--- src/rtl/gpio_irq_pkg.sv ---
package gpio_irq_pkg;
  localparam int unsigned ADDR_W = 8;

  localparam logic [ADDR_W-1:0] OFS_INPUT  = 8'h04;
  localparam logic [ADDR_W-1:0] OFS_DIR    = 8'h08;
  localparam logic [ADDR_W-1:0] OFS_SET    = 8'h10;
  localparam logic [ADDR_W-1:0] OFS_CLR    = 8'h14;
  localparam logic [ADDR_W-1:0] OFS_EN     = 8'h20;
  localparam logic [ADDR_W-1:0] OFS_RAW    = 8'h24;
  localparam logic [ADDR_W-1:0] OFS_MASKED = 8'h28;
  localparam logic [ADDR_W-1:0] OFS_MASK   = 8'h2C;
  localparam logic [ADDR_W-1:0] OFS_ACK    = 8'h30;
  localparam logic [ADDR_W-1:0] OFS_METHOD = 8'h34;
  localparam logic [ADDR_W-1:0] OFS_BOTH   = 8'h38;
  localparam logic [ADDR_W-1:0] OFS_POL    = 8'h3C;

  typedef enum logic [3:0] {
    SEL_NONE, SEL_INPUT, SEL_DIR, SEL_EN, SEL_RAW, SEL_MASKED,
    SEL_MASK, SEL_METHOD, SEL_BOTH, SEL_POL
  } rdSel_e;

  typedef struct packed {
    logic   dirWr;
    logic   setWr;
    logic   clrWr;
    logic   enWr;
    logic   maskWr;
    logic   ackWr;
    logic   methodWr;
    logic   bothWr;
    logic   polWr;
    rdSel_e rdSel;
  } ctrlStrobe_t;
endpackage

--- src/rtl/gpio_irq_decode.sv ---
module gpio_irq_decode
  import gpio_irq_pkg::*;
(
  input  logic [ADDR_W-1:0] busAddr,
  input  logic              wrEn,
  output ctrlStrobe_t       stb
);
  always_comb begin
    stb = '0;
    stb.rdSel = SEL_NONE;
    unique case (busAddr)
      OFS_INPUT:  stb.rdSel = SEL_INPUT;
      OFS_DIR:    begin stb.rdSel = SEL_DIR;    stb.dirWr    = wrEn; end
      OFS_SET:    stb.setWr = wrEn;
      OFS_CLR:    stb.clrWr = wrEn;
      OFS_EN:     begin stb.rdSel = SEL_EN;     stb.enWr     = wrEn; end
      OFS_RAW:    stb.rdSel = SEL_RAW;
      OFS_MASKED: stb.rdSel = SEL_MASKED;
      OFS_MASK:   begin stb.rdSel = SEL_MASK;   stb.maskWr   = wrEn; end
      OFS_ACK:    stb.ackWr = wrEn;
      OFS_METHOD: begin stb.rdSel = SEL_METHOD; stb.methodWr = wrEn; end
      OFS_BOTH:   begin stb.rdSel = SEL_BOTH;   stb.bothWr   = wrEn; end
      OFS_POL:    begin stb.rdSel = SEL_POL;    stb.polWr    = wrEn; end
      default:    stb.rdSel = SEL_NONE;
    endcase
  end
endmodule

--- src/rtl/gpio_irq_datapath.sv ---
module gpio_irq_datapath
  import gpio_irq_pkg::*;
#(
  parameter int unsigned NUM_PINS    = 32,
  parameter int unsigned SYNC_STAGES = 2
) (
  input  logic                clk,
  input  logic                rstN,
  input  ctrlStrobe_t         stb,
  input  logic [NUM_PINS-1:0] wrData,
  input  logic [NUM_PINS-1:0] pinIn,
  output logic [NUM_PINS-1:0] rdData,
  output logic [NUM_PINS-1:0] pinOut,
  output logic [NUM_PINS-1:0] pinDir,
  output logic                irqOut,
  output logic [NUM_PINS-1:0] rawStat,
  output logic [NUM_PINS-1:0] enBits
);
  localparam int unsigned LAST = SYNC_STAGES - 1;

  logic [NUM_PINS-1:0] syncQ [SYNC_STAGES];
  logic [NUM_PINS-1:0] pinNow, pinPrev;
  logic [NUM_PINS-1:0] maskBits, methodBits, bothBits, polBits;
  logic [NUM_PINS-1:0] ackBits, rawNext, maskedStat;

  // input synchroniser chain
  always_ff @(posedge clk or negedge rstN) begin
    if (!rstN) syncQ[0] <= '0;
    else       syncQ[0] <= pinIn;
  end
  for (genvar s = 1; s < SYNC_STAGES; s++) begin : gSync
    always_ff @(posedge clk or negedge rstN) begin
      if (!rstN) syncQ[s] <= '0;
      else       syncQ[s] <= syncQ[s-1];
    end
  end
  assign pinNow = syncQ[LAST];

  always_ff @(posedge clk or negedge rstN) begin
    if (!rstN) pinPrev <= '0;
    else       pinPrev <= pinNow;
  end

  // configuration and output registers
  always_ff @(posedge clk or negedge rstN) begin
    if (!rstN) begin
      pinDir     <= '0;
      pinOut     <= '0;
      enBits     <= '0;
      maskBits   <= '0;
      methodBits <= '0;
      bothBits   <= '0;
      polBits    <= '0;
    end else begin
      if (stb.dirWr)    pinDir     <= wrData;
      if (stb.setWr)    pinOut     <= pinOut | wrData;
      if (stb.clrWr)    pinOut     <= pinOut & ~wrData;
      if (stb.enWr)     enBits     <= wrData;
      if (stb.maskWr)   maskBits   <= wrData;
      if (stb.methodWr) methodBits <= wrData;
      if (stb.bothWr)   bothBits   <= wrData;
      if (stb.polWr)    polBits    <= wrData;
    end
  end

  assign ackBits = stb.ackWr ? wrData : '0;

  // per-pin trigger evaluation
  for (genvar p = 0; p < NUM_PINS; p++) begin : gPin
    logic riseEv, fallEv, edgeHit, levelAct;
    assign riseEv   = pinNow[p] & ~pinPrev[p];
    assign fallEv   = ~pinNow[p] & pinPrev[p];
    assign edgeHit  = bothBits[p] ? (riseEv | fallEv)
                                  : (polBits[p] ? fallEv : riseEv);
    assign levelAct = polBits[p] ? ~pinNow[p] : pinNow[p];
    assign rawNext[p] = methodBits[p]
                      ? (enBits[p] & levelAct)
                      : ((rawStat[p] & ~ackBits[p]) | (enBits[p] & edgeHit));
  end

  always_ff @(posedge clk or negedge rstN) begin
    if (!rstN) rawStat <= '0;
    else       rawStat <= rawNext;
  end

  assign maskedStat = rawStat & ~maskBits;
  assign irqOut     = |maskedStat;

  always_comb begin
    unique case (stb.rdSel)
      SEL_INPUT:  rdData = pinNow;
      SEL_DIR:    rdData = pinDir;
      SEL_EN:     rdData = enBits;
      SEL_RAW:    rdData = rawStat;
      SEL_MASKED: rdData = maskedStat;
      SEL_MASK:   rdData = maskBits;
      SEL_METHOD: rdData = methodBits;
      SEL_BOTH:   rdData = bothBits;
      SEL_POL:    rdData = polBits;
      default:    rdData = '0;
    endcase
  end
endmodule

--- src/rtl/gpio_irq_ctrl.sv ---
module gpio_irq_ctrl
  import gpio_irq_pkg::*;
#(
  parameter int unsigned NUM_PINS    = 32,
  parameter int unsigned SYNC_STAGES = 2
) (
  input  logic                clk,
  input  logic                rstN,
  input  logic [ADDR_W-1:0]   busAddr,
  input  logic                wrEn,
  input  logic [NUM_PINS-1:0] wrData,
  output logic [NUM_PINS-1:0] rdData,
  input  logic [NUM_PINS-1:0] pinIn,
  output logic [NUM_PINS-1:0] pinOut,
  output logic [NUM_PINS-1:0] pinDir,
  output logic                irqOut
);
  ctrlStrobe_t         stb;
  logic [NUM_PINS-1:0] rawStat, enBits;

  gpio_irq_decode uDec (
    .busAddr(busAddr),
    .wrEn   (wrEn),
    .stb    (stb)
  );

  gpio_irq_datapath #(
    .NUM_PINS   (NUM_PINS),
    .SYNC_STAGES(SYNC_STAGES)
  ) uDp (
    .clk    (clk),
    .rstN   (rstN),
    .stb    (stb),
    .wrData (wrData),
    .pinIn  (pinIn),
    .rdData (rdData),
    .pinOut (pinOut),
    .pinDir (pinDir),
    .irqOut (irqOut),
    .rawStat(rawStat),
    .enBits (enBits)
  );
endmodule

--- config.mk ---
export PLATFORM = sky130hd
export DESIGN_NAME = gpio_irq_ctrl
export DESIGN_NICKNAME = d
export VERILOG_FILES = /design/src/rtl/gpio_irq_pkg.sv /design/src/rtl/gpio_irq_decode.sv /design/src/rtl/gpio_irq_datapath.sv /design/src/rtl/gpio_irq_ctrl.sv
export SDC_FILE = /design/constraint.sdc
export NUM_CORES = 1
export LEC_CHECK = 0
export ABC_AREA = 1
export BUFFER_PORTS_ARGS = -buffer_cell sky130_fd_sc_hd__buf_2
export CORE_ASPECT_RATIO = 1.25
export CORE_MARGIN = 4
export CORE_UTILIZATION = 55
export CTS_BUF_LIST = sky130_fd_sc_hd__clkbuf_16
export CTS_CLUSTER_DIAMETER = 120
export CTS_CLUSTER_SIZE = 12
export DETAILED_ROUTE_END_ITERATION = 8
export MAX_ROUTING_LAYER = met4
export PLACE_DENSITY = 0.73
export SYNTH_ARGS = -nofsm -noshare
export SYNTH_HDL_FRONTEND = slang
export SYNTH_SLANG_ARGS = --single-unit
--- constraint.sdc ---
create_clock -name clk -period 2.25 [get_ports clk]
set_input_delay 0.225 -clock clk [delete_from_list [all_inputs] [get_ports clk]]
set_output_delay 0.225 -clock clk [all_outputs]
set_load 0.05 [all_outputs]
==> reports/qor.txt <==
critical path class -> reg2out
xor/xnor share of the synthesized area -> 0%
Synth area leader -> dfrtp_1
Layout Cells excl Fill -> 2638
worst hold-check path type -> in2async
Adder-Cell Fraction of Synth Area -> 4.74%
synth warn -> 0
final hold viol count -> 0
crit path cell chain -> inv_1, nor2_2, nor4_4, buf_4, nand4_1, or2_4, buf_8
Leak Pwr -> 10.1 nW
share of cells above drive strength 1 -> 14.5%
multiplexer area fraction after synthesis -> 0%
area grow syn2layout -> 20.6%
Worst Slack Setup Final -> -0.139 ns
clock tree buffer depth -> 3
Final Util -> 67.4%
Syn Area/Cell -> 8.53 um^2
I/O Buffers -> 171
final worst path period share -> 106%
DRC -> 0
root buf cell -> clkbuf_16
CP arrival -> 2.16 ns
simple-gate share of the synthesized area -> 20.9%
Mapped Area -> 16900 um^2
number of global-route vias before repair -> 15200
CTS Buf Count -> 35
final setup fails -> 1
share of the synthesized area in the top cell type -> 52.2%
Tot GR Track Use -> 30.8%
drt via density -> 5.76
Post-synth EDFFs -> 0
std cell rows -> 71
DR vias -> 15200
I/O pins -> 172
CP max stage delay -> 0.38 ns
most common cell in the netlist -> nand2_1
initial antenna violation count -> 1
maximum VDD drop -> 0.000640 V
post-synthesis sequential area ratio -> 52.2%
GRT overflow -> 0
PwrDens -> 734 nW/um^2
Synth Area in Compound Gates -> 14.3%
first-pass GRT wire length -> 79.5 mm
Die Ht -> 204 um
DP Cell Count -> 2527
Cell variety after synth -> 31
starting density of the core -> 55.9%
Clock Latency Late Sink -> 0.52 ns
Crit. End Element -> output port
H-tree depth -> 2
Worst-Margin Slew -> 0.647 ns
Routed met2 length -> 24.0 mm
CP startpoint kind -> flip-flop
routability cong. -> 0.915
antenna-violating nets left -> 0
Core Region -> 30200 um^2
FF-to-FF setup slack -> 0.87 ns
Detailed Routing Iterations Pass 1 -> 7
synth top area cells -> dfrtp_1 52%, nand2_1 10%, o21ai_0 6.7%
DR WL met3 -> 4.27 mm
post-DP HPWL -> 31.6 mm
RSZ-0062 raised after global routing -> yes
critical path fanouts, max -> 2
Max Slew Vio Count -> 0
Critical-path top delay cell -> dfrtp_1
top routing layer used -> met4
largest net degree at the start of global routing -> 71
Synthesized Nets -> 2118
Tmin final -> 2.39 ns
Layout Nets -> 2374
Async SR Flop Fraction -> 100%
highest clock rate -> 419 MHz
failing checks -> setup timing
status -> finished with violations
clock skew -> 0.0102 ns
drt wl/cell -> 18.8 um
max-cap violation count -> 0
synth cell count leaders -> 466 x nand2_1, 352 x dfrtp_1, 230 x inv_1
final wirelength -> 49.6 mm
clock-pin slew of the registers on the worst-case setup and hold paths -> 0.06 ns
top_reg_cell synth -> dfrtp_1
WP data required -> 2.03 ns
initial drt markers -> 1351
Synth Register Bits -> 352
Rel. slew slack -> 56.9%
wire length on met1 -> 19.6 mm
Die W -> 165 um
CTS sink cnt -> 352
Mapped Cells -> 1979
CTS tree -> built
main combinational cell family by area after synthesis -> simple AND/OR/NAND/NOR gates
full die area -> 33600 um^2
[metrics by stage]
stage                     setup WS, ns  area [um^2]  hold WS [ns]  total power, mW  setup TNS, ns
after floorplan                  0.416        16900       -0.0706             8.72              0
after global placement           0.146        18600         0.230             9.49              0
after detailed placement         0.112        18600         0.239             9.58              0
after CTS                       -0.110        20300         0.279             15.0         -0.110
after global routing            -0.231        20400         0.307             15.7         -0.231
final                           -0.139        20400         0.253             14.9         -0.139
[cells in the final DEF (no fill, tap or decap), types with 49 or more instances in the layout]
cell type,Yosys,layout
buf_2,29,168
dfrtp_1,352,352
dlygate4sd3_1,0,65
ha_1,64,64
inv_1,230,226
nand2_1,466,465
nand3_1,88,88
nand4_1,97,97
nor2_1,128,125
o21ai_0,227,227
o21ai_1,49,49
[power by group]
| group | switching (mW) | internal (mW) |
|---|---|---|
| Clock | 2.28 | 2.89 |
| Sequential | 0.476 | 6.91 |
| Combinational | 1.50 | 0.886 |
| Total | 4.25 | 10.7 |
[path summary, 6_finish.rpt]
check,to,from,cells past startpoint
worst max-delay path,irqOut,uDp.rawStat[31],7
worst min-delay path,asynchronous set/reset pin,rstN,2
worst max register to register,uDp.rawStat[12],uDp.pinNow[12],6
worst min register to register,uDp.pinNow[30],uDp.syncQ[62],0
max in group asynchronous,uDp.pinPrev[7],rstN,4
min in group clk,uDp.pinNow[30],uDp.syncQ[62],0
[layer usage]
layer  vias to the layer above  track usage, %
li1                       7070               -
met1                      7278            39.5
met3                       134            4.52
met4                         0            11.7
met2                       722            49.8
met5                         -               -
[cell type report]
cell class,instances,area (um^2)
diodes,1,2.50
clock buffers,37,926
clock inverters,1,8.76
fillers,2496,9850
inverters,238,893
multi-input cells,1302,6820
flip-flops and latches,352,8810
well taps,401,502
repair buffers,306,2390
[kinds of logic (layout without fill, tap and decap cells)]
| group | after synthesis | count (layout) |
|---|---|---|
| simple gates | 811 | 811 |
| compound gates | 427 | 427 |
| flops | 352 | 352 |
| buf+inv | 325 | 582 |
| fa+ha+maj | 64 | 64 |
| other cells | 0 | 1 |
[what timing repair did]
item | CTS | global route
buffers inserted | 4 | 4
gates resized for setup | 12 | 5
hold endpoints to repair | 122 | 0
hold buffers | 65 | 0
pin swaps | 4 | 5
endpoints found under the setup margin | 1 | 1
[flip-flops by register name, indices dropped and copies added, names as in the netlist, named ones only]
signal,flops
uDp.bothBits,32
uDp.polBits,32
uDp.enBits,32
uDp.pinNow,32
uDp.syncQ,32
uDp.methodBits,32
uDp.rawStat,32
uDp.pinPrev,32
uDp.pinDir,32
uDp.maskBits,32
[worst max-delay path, delay by kind of cell, from the launching register on]
family	cells	cell delay [ns]
and+or+nand+nor	4	0.86
buffers and inverters	3	0.40
DFF	1	0.38
Power figures use the tool's default switching activity.
